===== src/rtl/qenc_pkg.sv =====
package qenc_pkg;
  localparam int NUM_CELLS = 4;
  localparam int SEL_W     = 4;
  localparam int LUT_W     = 1 << SEL_W;
  localparam int CELL_CPA  = 0;
  localparam int CELL_CPB  = 1;
  localparam int CELL_CW   = 2;
  localparam int CELL_CCW  = 3;
endpackage


===== src/rtl/qenc_sync.sv =====
module qenc_sync #(
  parameter int W      = 2,
  parameter int STAGES = 2
) (
  input  logic         clk,
  input  logic         rst,
  input  logic [W-1:0] d,
  output logic [W-1:0] q
);
  logic [W-1:0] stage_r [STAGES];

  always_ff @(posedge clk) begin
    if (rst) stage_r[0] <= '0;
    else     stage_r[0] <= d;
  end

  generate
    for (genvar s = 1; s < STAGES; s++) begin : g_stage
      always_ff @(posedge clk) begin
        if (rst) stage_r[s] <= '0;
        else     stage_r[s] <= stage_r[s-1];
      end
    end
  endgenerate

  assign q = stage_r[STAGES-1];
endmodule


===== src/rtl/qenc_cell.sv =====
module qenc_cell #(
  parameter int SEL_W = 4,
  parameter int DLY_W = 4,
  localparam int LUT_W = 1 << SEL_W
) (
  input  logic             clk,
  input  logic             rst,
  input  logic [SEL_W-1:0] sel,
  input  logic [LUT_W-1:0] lut,
  input  logic [DLY_W-1:0] rise_dly,
  input  logic [DLY_W-1:0] fall_dly,
  output logic             q
);
  logic             raw;
  logic [DLY_W-1:0] limit;
  logic [DLY_W-1:0] wait_cnt;

  assign raw = lut[sel];

  always_comb limit = raw ? rise_dly : fall_dly;

  // A new level is accepted once it has held for limit+1 samples.
  always_ff @(posedge clk) begin
    if (rst) begin
      q        <= 1'b0;
      wait_cnt <= '0;
    end else if (raw == q) begin
      wait_cnt <= '0;
    end else if (wait_cnt >= limit) begin
      q        <= raw;
      wait_cnt <= '0;
    end else begin
      wait_cnt <= wait_cnt + 1'b1;
    end
  end
endmodule


===== src/rtl/qenc_lut_decoder.sv =====
module qenc_lut_decoder
  import qenc_pkg::*;
#(
  parameter int DLY_W       = 4,
  parameter int SYNC_STAGES = 2
) (
  input  logic                       clk,
  input  logic                       rst,
  input  logic                       enc_a,
  input  logic                       enc_b,
  input  logic [NUM_CELLS*LUT_W-1:0] cfg_lut,
  input  logic [NUM_CELLS*DLY_W-1:0] cfg_rise,
  input  logic [NUM_CELLS*DLY_W-1:0] cfg_fall,
  output logic                       cw_pulse,
  output logic                       ccw_pulse
);
  logic [1:0]           enc_s;
  logic [NUM_CELLS-1:0] cell_q;
  logic [SEL_W-1:0]     cell_idx;

  qenc_sync #(.W(2), .STAGES(SYNC_STAGES)) u_sync (
    .clk (clk),
    .rst (rst),
    .d   ({enc_b, enc_a}),
    .q   (enc_s)
  );

  // Index bit order: I0 = A, I1 = B, I2 = copy of A, I3 = copy of B.
  assign cell_idx = {cell_q[CELL_CPB], cell_q[CELL_CPA], enc_s[1], enc_s[0]};

  generate
    for (genvar k = 0; k < NUM_CELLS; k++) begin : g_cell
      qenc_cell #(.SEL_W(SEL_W), .DLY_W(DLY_W)) u_cell (
        .clk      (clk),
        .rst      (rst),
        .sel      (cell_idx),
        .lut      (cfg_lut[k*LUT_W +: LUT_W]),
        .rise_dly (cfg_rise[k*DLY_W +: DLY_W]),
        .fall_dly (cfg_fall[k*DLY_W +: DLY_W]),
        .q        (cell_q[k])
      );
    end
  endgenerate

  assign cw_pulse  = cell_q[CELL_CW];
  assign ccw_pulse = cell_q[CELL_CCW];
endmodule


===== config.mk =====
export PLATFORM = sky130hd
export DESIGN_NAME = qenc_lut_decoder
export DESIGN_NICKNAME = d
export VERILOG_FILES = /design/src/rtl/qenc_pkg.sv /design/src/rtl/qenc_sync.sv /design/src/rtl/qenc_cell.sv /design/src/rtl/qenc_lut_decoder.sv
export SDC_FILE = /design/constraint.sdc
export NUM_CORES = 1
export LEC_CHECK = 0
export ABC_AREA = 1
export BUFFER_PORTS_ARGS = -buffer_cell sky130_fd_sc_hd__buf_2
export CAP_MARGIN = 25
export CORE_ASPECT_RATIO = 0.6
export CORE_MARGIN = 2
export CORE_UTILIZATION = 25
export DETAILED_ROUTE_END_ITERATION = 8
export HOLD_SLACK_MARGIN = 0.03
export SLEW_MARGIN = 15
export SYNTH_ARGS = -nofsm -noshare
export SYNTH_HDL_FRONTEND = slang
export SYNTH_HIERARCHICAL = 1
export SYNTH_SLANG_ARGS = --single-unit

===== constraint.sdc =====
create_clock -name clk -period 2.17 [get_ports clk]
set_input_delay 0.217 -clock clk [delete_from_list [all_inputs] [get_ports clk]]
set_output_delay 0.217 -clock clk [all_outputs]
set_load 0.01 [all_outputs]

* After elaboration in Yosys (flattened, before gate mapping)
Memories as Yosys holds them, arrays and structs flattened.
Cells that the tools add are included.
** Storage, ports and cells
- Bits in registers :: 20
- Bits in latches :: 0
- Memory bits (writable) :: 4
- Bits in read-only memories :: 0
- Input bits :: 100
- Output and inout bits :: 2
- Logic and storage cells :: 53
- Memories :: 1
** Operators by class
- $add $sub $neg :: 4
- Multipliers :: 0
- Divide/modulo/power cells :: 0
- $lt $le $gt $ge :: 5
- Equal/unequal tests :: 4
- Shifts and indexed selects :: 0
- Multiplexer cells :: 17
- Bitwise gates (word level) :: 6
- Reduce and logical (&&, ||, !) cells :: 8
** Memories
- u_sync.stage_r :: depth 2, width 2, rd ports 2, clocked after memory_dff 0, wr ports 2, line qenc_sync.sv:10 : logic [W-1:0] stage_r [STAGES];
** Operators by type and width (number)
- 4-bit by 1-bit adder with 4-bit output (second input constant) :: 4
- 1-bit binary-select mux with 4-bit select :: 4
- 4-bit >= comparator :: 4
- 4-bit two-way mux :: 4
- 3-bit OR reduction :: 4
- 2-bit AND reduction :: 4
- 1-bit two-way mux :: 7
- 4-bit by 5-bit less-than comparator with 1-bit output (second input constant) :: 1
- 1-bit equality test :: 4
- 2-bit two-way mux :: 2
- 1-bit NOT :: 4
- 1-bit bitwise OR :: 2

* Depth between registers and ports, before layout
Gate-level depths: netlist (run 1).
- Word-level depth :: 5
- Gate-level depth with buffers :: 18
- Gate-level depth less buffers :: 17

* Modules after synthesis
Netlist (run 1), hierarchy kept.
** Modules (own cells, without submodules)
- qenc_cell :: times used 4, cells each 96, area an instance 619.3 µm², seq. area each 100.1 µm²
- qenc_sync :: times used 1, cells each 12, area an instance 110.1 µm², seq. area each 80.1 µm²

* Worst setup path before layout (run 1)
OpenSTA, ideal clock, no wires.
- Path type :: register to register
- Start :: memory u_sync.stage_r[1][1]
- End :: register g_cell[1].u_cell.q
- Library setup time :: 0.117 ns
- Arrival :: 2.048 ns
- Required time :: 2.053 ns
- Setup slack :: 0.005 ns
- Stages on the path, launching flop included :: 16
- Period minus slack after synthesis :: 2.165 ns
- Cell sequence :: dfxtp_1 > inv_1 > nand3_1 > nand3_2 > nand3_4 > nand2_4 > nand2_1 > o21ai_0 > ha_1 > inv_1 > o21bai_1 > nand3_1 > nand3_1 > nand3_1 > o211ai_1 > inv_1
** RTL lines
- start: declaration :: line qenc_sync.sv:10
- end signal: assignment :: line qenc_cell.sv:30 : q <= raw;
- end: declaration :: line qenc_cell.sv:12 : output logic q

==> results of run 1 <==
placed cells by master (no fill, tap or decap):
cell type,synthesis,routed
buf_2,0,101
nand4_1,4,4
o21ai_2,0,2
buf_12,0,3
dfxtp_1,24,22
nand3_4,8,8
ha_4,0,1
clkbuf_16,0,5
nor2_2,0,5
clkbuf_8,0,1
buf_6,4,1
nand2_2,20,29
a21oi_1,4,1
o21ai_1,0,4
dfxtp_4,0,1
inv_1,100,100
dfxtp_2,0,1
xor2_1,4,4
nand2_1,84,75
a21oi_2,0,3
buf_8,0,2
ha_2,0,1
o21bai_1,4,4
nand2_4,4,4
xnor2_1,4,4
inv_8,4,4
nor2_1,24,19
o211ai_1,4,4
ha_1,20,18
nand3_1,48,41
nand3_2,20,27
o21ai_0,12,6
buf_4,0,10
path summary, 6_finish.rpt:
| path | end | depth (start not counted) |
|---|---|---|
| max | g_cell[2].u_cell/wait_cnt[1]$_SDFF_PP0_ | 16 |
| min | u_sync/stage_r[0][1]$_SDFF_PP0_ | 3 |
| max reg2reg | g_cell[2].u_cell/wait_cnt[1]$_SDFF_PP0_ | 16 |
| min reg2reg | u_sync/stage_r[1][1]$_SDFF_PP0_ | 2 |
timing repair:
action | CTS | global route
setup endpoints to repair | 19 | 20
hold endpoints to repair | 0 | 0
resized for setup | 7 | 34
buffers inserted | 0 | 4
cloned | 0 | 2
pin swaps | 2 | 21
sequential cells by signal, summed over array words and instances, names as in the netlist:
register                flops
g_cell.u_cell/q             4
g_cell.u_cell/wait_cnt     16
u_sync/stage_r              4
kinds of logic (layout without fill, tap and decap cells):
family          count (synthesis)  after routing
simple gates                  212            212
buf+inv                       108            227
compound gates                 24             24
flops                          24             24
fa+ha+maj                      20             20
xor+xnor                        8              8
metal layers:
metal	wire [um]	vias up	track usage [%]
met1	3560	1282	17.3
met5	0	-	0
met3	587	4	3.91
met2	3050	80	19.2
met4	38	0	1.61
li1	-	1461	-
power by group:
group | total [W] | switching (W) | leakage, nW | internal [W]
registers | 0.000580 | 0.0000739 | 0.197 | 0.000506
logic | 0.00109 | 0.000600 | 1.77 | 0.000487
clock network | 0.000432 | 0.000150 | 0.0442 | 0.000281
critical path: cells and delay by family, from the launching register on:
family	cells	cell delay (ns)
fa+ha+maj	1	0.32
flops	1	0.43
compound gates	2	0.24
simple gates	11	0.99
buf+inv	2	0.21
area by class of cell:
| type | count | area (sq um) | share of cell area, % |
|---|---|---|---|
| clock buffer | 4 | 88.8 | 2.44 |
| timing repair buffer | 119 | 732 | 20.1 |
| tap | 135 | 169 | 4.64 |
| multi-input combinational | 264 | 1750 | 47.9 |
| sequential | 24 | 485 | 13.3 |
| inverter | 104 | 420 | 11.5 |
stage by stage:
step | util [%] | power [W] | hold slack [ns] | instance area, sq um
after floorplan | - | 0.00127 | 0.288 | 2590
after global placement | 33.6 | 0.00155 | 0.402 | 3350
after detailed placement | 33.6 | 0.00159 | 0.399 | 3350
after CTS | 34.6 | 0.00204 | 0.181 | 3450
after global routing | 36.6 | 0.00231 | 0.176 | 3640
final | 36.6 | 0.00210 | 0.179 | 3640
==> impl_metrics.yaml, run 1 <==
run_status:
  status: "complete, but fails checks"
  violations: "setup timing"
cells_and_area:
  syn_to_final_growth_pct: 40.7
  antenna_cells: 0
  drive_gt1_share_pct: 40.6
  fillers: 1077
  fin_nets: 636
  stdcell_count: 650
timing:
  rsz0062_at_grt: "yes"
  worstMarginPinSlew_ns: 0.357
  setup_viol: 11
  clock.fmax_ghz: 0.446
  hold_violations: 0
  slew_viol_final: 0
  setup_tns_ns: -0.461
  layout_setup_ws_ns: -0.0705
  finalCritPeriodShare_pct: 103
  finalClockSkew_ns: 0.00320
  slew_headroom_pct: 76.1
  layout_min_cycle_time_ns: 2.24
route:
  vias: 2827
  routedWlPerCell_um: 11.1
  via_per_inst: 4.35
  drt-pass1-iter-count: 4
  routed_wl_um: 7240
  drtIter0Drc: 109
  drc: 0
  ant_nets: 0
min_path:
  min_from: "enc_b"
  min_path_type: "input port to register"
floorplan:
  die_w_um: 135
  die-area_sq_mm: 0.0112
  pin_count: 102
  core_sq_mm: 0.00995
  dieHeight_um: 82.8
  rows: 28
  initial_core_util_pct: 26.0
synthesis:
  postSynth.asyncResetShare_pct: 0
  ys.warnings.count: 6
  yosys.area_share.adder_pct: 9.67
  ys_seq_area_share_pct: 18.6
  synthSimpleGateAreaFrac_pct: 45.6
  syn_inst: 396
  muxShareOfSynthArea_pct: 0
  yosysMostFrequentCell: "inv_1"
  synth_common_cells: "100 x inv_1, 84 x nand2_1, 48 x nand3_1"
  avgSynthCellArea_sq_um: 6.53
  syn_area_sq_mm: 0.00259
  yosys-top-cells-area: "dfxtp_1 19%, inv_1 15%, nand2_1 12%"
  synth_compound_area_share_pct: 5.42
  synth_top_area_cell: "dfxtp_1"
  synth_top_area_share_pct: 18.6
  synth_nets: 516
  synth_top_family_by_area: "simple AND/OR/NAND/NOR gates"
  synth_edf_count: 0
  synth_ff_type: "dfxtp_1"
  synth_cell_type_count: 19
  synthXorXnorAreaFrac_pct: 2.71
  ys_ff_latch: 24
cts:
  h-tree-depth: 1
  cts_root_buffer: "clkbuf_16"
  clockBufferDepth: 2
  numClockSinks: 24
  tritoncts: "done"
  cts.hold.buffers_added: 0
  clk_latency_ns: 0.25
  cts.clk_slew.worst_paths_ns: 0.06
  numCtsBuffers: 3
global_routing:
  antenna_found_initial: 0
  grt_pass1_wl_um: 11500
  grt_overflow: 0
  grt.total_usage_pct: 12.4
  grt_pass1_vias: 2676
  grt_max_degree: 20
placement:
  gp_congestion: 0.802
  place_ws_ns: -0.0438
  io_buffers: 101
  dp_hpwl_um: 6030
  placed_cells: 640
critical_path:
  crit_start: "u_sync/stage_r[1][0]$_SDFF_PP0_"
  cp_data_required_time_ns: 2.36
  path_cells: "buf_12, inv_8, nand2_2, nand2_2, nand2_2, nand3_2, nand3_4, nand2_4, nand2_1, o21ai_0, ha_1, a21oi_1, nand3_2, nor2_2, nand3_2, nor2_1"
  crit_type: "register to register"
  critPathArrivalTime_ns: 2.43
  reg2reg_slack_ns: -0.07
  cp-start-kind: "register"
  cp_max_fo: 8
  crit_path_end_kind: "register"
  max_stage_delay_ns: 0.43
  cp_slowest_cell: "dfxtp_4"
  reg2reg_from: "u_sync/stage_r[1][0]$_SDFF_PP0_"
power_and_ir_drop:
  power.leakage_nw: 2.01
  p_per_area_mw_per_mm2: 576
  max-vdd-ir-drop_uv: 293
flow_run:
  cap_violations: 0
No activity file was read; power rests on OpenSTA's default activity.
==> inputs of run 2 (changes only) <==
--- a/config.mk
+++ b/config.mk
@@ -10,9 +10,10 @@
 export CAP_MARGIN = 25
 export CORE_ASPECT_RATIO = 0.6
 export CORE_MARGIN = 2
-export CORE_UTILIZATION = 25
+export CORE_UTILIZATION = 45
 export DETAILED_ROUTE_END_ITERATION = 8
 export HOLD_SLACK_MARGIN = 0.03
+export PLACE_DENSITY = 0.78
 export SLEW_MARGIN = 15
 export SYNTH_ARGS = -nofsm -noshare
 export SYNTH_HDL_FRONTEND = slang
==> impl_metrics.yaml, run 2 (synthesis gave the netlist of run 1 again) <==
floorplan:
  die-area_sq_mm: 0.00639
  rows: 21
  dieHeight_um: 62.7
  die_w_um: 102
  pin_count: 102
  core_sq_mm: 0.00557
  initial_core_util_pct: 46.5
cells_and_area:
  largest-register: "g_cell.u_cell/wait_cnt"
  syn_to_final_growth_pct: 44.9
  fin_nets: 646
  final_common_cell: "buf_2"
  stdcell_area_sq_mm: 0.00375
  reg_top3: "g_cell.u_cell/wait_cnt (16), g_cell.u_cell/q (4), u_sync/stage_r (4)"
  antenna_cells: 0
  drive_gt1_share_pct: 47.9
  largest_register_ffs: 16
  mostFrequentLayoutCells: "101 x buf_2, 100 x inv_1, 62 x nand2_1, 41 x nand3_2, 38 x nand2_2"
global_routing:
  antenna_found_initial: 0
  grt_overflow: 0
  grt_pass1_vias: 2676
  grt_max_degree: 17
  grt_pass1_wl_um: 11000
  grt.total_usage_pct: 20.9
cts:
  tritoncts: "done"
  clockBufferDepth: 2
  cts.hold.buffers_added: 0
  numCtsBuffers: 3
  cts.clk_slew.worst_paths_ns: 0.08
  numClockSinks: 24
  cts_root_buffer: "clkbuf_8"
  h-tree-depth: 1
  clk_latency_ns: 0.26
power_and_ir_drop:
  max-vdd-ir-drop_uv: 304
  finalPower_w: 0.00208
  power.leakage_nw: 2.12
  p_per_area_mw_per_mm2: 555
route:
  vias: 2856
  via_per_inst: 4.73
  drt-pass1-iter-count: 4
  routedWlPerCell_um: 12.4
  ant_nets: 0
  routed_wl_um: 7500
  drc: 0
  drtIter0Drc: 96
critical_path:
  crit_type: "register to register"
  cp-start-kind: "register"
  cp_data_required_time_ns: 2.38
  crit_path_end_kind: "register"
  cp_max_fo: 8
  critPathArrivalTime_ns: 2.57
timing:
  finalCritPeriodShare_pct: 109
  clock.fmax_ghz: 0.422
  layout_min_cycle_time_ns: 2.37
  finalClockSkew_ns: 0.00254
  layout_setup_ws_ns: -0.198
  worstMarginPinSlew_ns: 0.455
  setup_viol: 20
  hold_violations: 0
  rsz0062_at_grt: "yes"
  slew_headroom_pct: 69.6
  slew_viol_final: 0
placement:
  dp_hpwl_um: 5150
  dpl_cell_area_sq_mm: 0.00327
  io_buffers: 101
  gp_congestion: 0.823
run_status:
  violations: "setup timing"
  status: "complete, but fails checks"
flow_run:
  cap_violations: 0
min_path:
  min_path_type: "input port to register"
==> run 2: cell types whose count changed in the layout (fill, tap and decap cells not counted), moves of 3 or more <==
cell,delta
nand2_2,+9
buf_4,+10
nand3_2,+14
clkbuf_16,-4
o21ai_2,+4
nand2_1,-13
buf_6,+3
nand3_1,-15
o21ai_0,-4
nand2_4,+3
==> run 2: final timing paths <==
check	from	slack, ns	cells after the start	endpoint
worst max-delay path	u_sync/stage_r[1][0]$_SDFF_PP0_	-0.20	18	g_cell[3].u_cell/wait_cnt[0]$_SDFF_PP0_
worst min register to register	u_sync/stage_r[0][1]$_SDFF_PP0_	0.40	2	u_sync/stage_r[1][1]$_SDFF_PP0_
worst min-delay path	enc_a	0.15	3	u_sync/stage_r[0][0]$_SDFF_PP0_
worst max register to register	u_sync/stage_r[1][0]$_SDFF_PP0_	-0.20	18	g_cell[3].u_cell/wait_cnt[0]$_SDFF_PP0_
==> run 2: layout make-up <==
cell class | instances | area, sq um
multi-input cells | 264 | 1910
flip-flops and latches | 24 | 485
inverters | 104 | 420
repair buffers | 129 | 793
well taps | 80 | 100
clock buffers | 3 | 41.3
fillers | 466 | 1820
==> run 2: worst max-delay path, stage by stage, from the launching register on <==
cell and delay (ns):
dfxtp_4 0.44, buf_6 0.14, inv_8 0.04, nand2_2 0.04, nand2_1 0.07, nand2_2 0.08
nand3_2 0.10, nand3_4 0.10, nand2_4 0.08, nand2_2 0.07, o21ai_2 0.05, ha_1 0.30
inv_1 0.06, o21bai_1 0.09, nand3_1 0.12, nand3_2 0.13, nor2_4 0.16, nand3_4 0.11
nor2_1 0.11
==> run 2: timing repair <==
action,in CTS,in global routing
gates cloned,2,1
hold endpoints to repair,0,0
setup buffers,3,8
endpoints found under the setup margin,20,20
pin swaps,9,39
gates resized for setup,32,55
==> run 2: per-layer routing <==
layer	global-route usage (%)	routed length (um)	part of all wire, %
met1	26.8	3170	42
met2	37.7	3770	50
met3	4.59	540	7.2
met4	0.667	20	0.27
met5	0	0	0
==> run 2: stage by stage <==
stage	util, %	setup slack (ns)	hold WS [ns]	TNS (ns)	instances
4_1_cts	62.3	-0.0741	0.148	-0.551	596
2_1_floorplan	-	0.00506	0.288	0	396
5_1_grt	67.3	-0.327	0.143	-5.58	604
3_5_place_dp	58.8	-0.144	0.403	-1.64	588
6_report	67.3	-0.198	0.152	-2.44	604
3_3_place_gp	58.8	-0.0970	0.408	-0.589	588
==> run 2: report_power, final <==
part	internal (W)	total, W	switching, W
Combinational	0.000550	0.00124	0.000685
Sequential	0.000505	0.000579	0.0000742
Clock	0.000124	0.000264	0.000140
==> inputs of run 3 (changes only) <==
--- a/config.mk
+++ b/config.mk
@@ -14,6 +14,7 @@
 export DETAILED_ROUTE_END_ITERATION = 8
 export HOLD_SLACK_MARGIN = 0.03
 export PLACE_DENSITY = 0.78
+export SETUP_SLACK_MARGIN = 0.4
 export SLEW_MARGIN = 15
 export SYNTH_ARGS = -nofsm -noshare
 export SYNTH_HDL_FRONTEND = slang
==> impl_metrics.yaml, run 3 (synthesis gave the netlist of run 1 again) <==
run_status:
  status: "complete, but fails checks"
  violations: "setup timing"
flow_run:
  cap_violations: 0
floorplan:
  dieHeight_um: 62.7
  die_w_um: 102
  rows: 21
  initial_core_util_pct: 46.5
  pin_count: 102
  die-area_sq_mm: 0.00639
  core_sq_mm: 0.00557
cells_and_area:
  final_core_util_pct: 62.3
  antenna_cells: 0
  largest_register_ffs: 16
  multiInputGateArea_sq_mm: 0.00175
  reg_top3: "g_cell.u_cell/wait_cnt (16), g_cell.u_cell/q (4), u_sync/stage_r (4)"
  largest-register: "g_cell.u_cell/wait_cnt"
  drive_gt1_share_pct: 40.5
  seqCellArea_sq_um: 493
  syn_to_final_growth_pct: 34.1
  mostFrequentLayoutCells: "101 x buf_2, 100 x inv_1, 74 x nand2_1, 40 x nand3_1, 30 x nand2_2"
  fillers: 530
  final_common_cell: "buf_2"
  fin_nets: 630
cts:
  clk_latency_ns: 0.27
  tritoncts: "done"
  cts_root_buffer: "clkbuf_8"
  clockBufferDepth: 2
  numClockSinks: 24
  numCtsBuffers: 3
  cts.clk_slew.worst_paths_ns: 0.09
  h-tree-depth: 1
timing:
  rsz0062_at_grt: "yes"
  worstMarginPinSlew_ns: 0.267
  finalClockSkew_ns: 0.00394
  layout_setup_ws_ns: -0.0819
  setup_viol: 15
  hold_slack_ns: 0.153
  slew_headroom_pct: 82.2
  slew_viol_final: 0
  layout_min_cycle_time_ns: 2.25
  hold_violations: 0
  clock.fmax_ghz: 0.444
  finalCritPeriodShare_pct: 104
route:
  routed_wl_um: 6330
  drtIter0Drc: 77
  vias: 2739
  routedWlPerCell_um: 10.7
  via_per_inst: 4.65
  drt-pass1-iter-count: 4
  ant_nets: 0
  drc: 0
min_path:
  min_path_type: "input port to register"
  min_path_cells: 3
  min_to: "u_sync/stage_r[0][1]$_SDFF_PP0_"
  min_from: "enc_b"
power_and_ir_drop:
  p_per_area_mw_per_mm2: 586
  power.leakage_nw: 1.97
  max-vdd-ir-drop_uv: 481
  finalPower_w: 0.00203
global_routing:
  antenna_found_initial: 0
  grt_pass1_wl_um: 10900
  grt.total_usage_pct: 20.3
  grt_max_degree: 21
  grt_overflow: 0
  grt_pass1_vias: 2669
critical_path:
  cp_max_fo: 16
  worst_r2r_endpoint: "g_cell[1].u_cell/wait_cnt[3]$_SDFF_PP0_"
  critPathArrivalTime_ns: 2.46
  crit_path_end_kind: "register"
  crit_type: "register to register"
  reg2reg_from: "u_sync/stage_r[1][0]$_SDFF_PP0_"
  reg2regPathDepth: 19
  reg2reg_slack_ns: -0.08
  cp-start-kind: "register"
  cp_data_required_time_ns: 2.38
placement:
  gp_congestion: 0.886
  io_buffers: 101
  place_ws_ns: -0.0370
  dp_hpwl_um: 5220
## run 3: changes by cell type in the layout (fill, tap and decap cells not counted), moves of 5 or more
cell | before | now
buf_4 | 20 | 8
nand2_2 | 38 | 30
nand3_2 | 41 | 28
nand2_1 | 62 | 74
o21ai_2 | 6 | 1
nand3_1 | 26 | 40
## run 3: area by class of cell
class	instances	area share (%)
Tap cell	80	2.88
Multi-Input combinational cell	264	50.4
Clock buffer	3	1.19
Sequential cell	24	14.2
Inverter	104	12.1
Timing Repair Buffer	113	18.3
Clock inverter	1	0.865
## run 3: what timing repair did
action                     in CTS  in global routing
hold buffers                    0                  0
cloned                          0                  0
pin swaps                       1                  3
setup endpoints to repair      20                 20
setup buffers                   3                  6
resized for setup               5                 12
## run 3: per-layer routing
metal	global-route usage (%)	routed length, um
met1	26.7	2960
met2	35.0	2910
met3	4.47	439
met4	2.33	14
met5	0	0
## run 3: worst max path at each step
stage / start / to / cells after the start
4_1_cts: u_sync/stage_r[1][0]$_SDFF_PP0_ / g_cell[2].u_cell/q$_SDFFE_PP0P_ / 18
3_3_place_gp: u_sync/stage_r[1][0]$_SDFF_PP0_ / g_cell[2].u_cell/wait_cnt[1]$_SDFF_PP0_ / 18
2_1_floorplan: u_sync/stage_r[1][0]$_SDFF_PP0_ / g_cell[0].u_cell/wait_cnt[1]$_SDFF_PP0_ / 16
5_1_grt: u_sync/stage_r[1][0]$_SDFF_PP0_ / g_cell[1].u_cell/wait_cnt[3]$_SDFF_PP0_ / 19
6_report: u_sync/stage_r[1][0]$_SDFF_PP0_ / g_cell[1].u_cell/wait_cnt[3]$_SDFF_PP0_ / 19
3_5_place_dp: u_sync/stage_r[1][0]$_SDFF_PP0_ / g_cell[2].u_cell/wait_cnt[1]$_SDFF_PP0_ / 18
## run 3: stage by stage
step,cell area (sq um),cells,setup TNS (ns)
6_report,3470,589,-0.503
5_1_grt,3470,589,-4.03
4_1_cts,3380,583,-0.322
3_5_place_dp,3270,576,-0.190
3_3_place_gp,3270,576,0
2_1_floorplan,2660,396,0
## run 3: power breakdown
part | internal [W] | switching [W]
clock network | 0.000247 | 0.000145
logic | 0.000466 | 0.000577
registers | 0.000506 | 0.0000934
## run 3: critical path: stages (launching register included)
cell and delay, ns:
dfxtp_4 0.37, buf_12 0.15, buf_12 0.13, inv_8 0.07
nand2_2 0.04, nand2_1 0.05, nand2_1 0.05, nand3_2 0.08
nand3_4 0.10, nand2_4 0.11, nand2_1 0.05, o21ai_1 0.07
ha_1 0.25, inv_1 0.06, o21bai_1 0.06, nand3_1 0.08
nand3_2 0.09, nor2_2 0.11, nand3_2 0.13, nor2_2 0.12
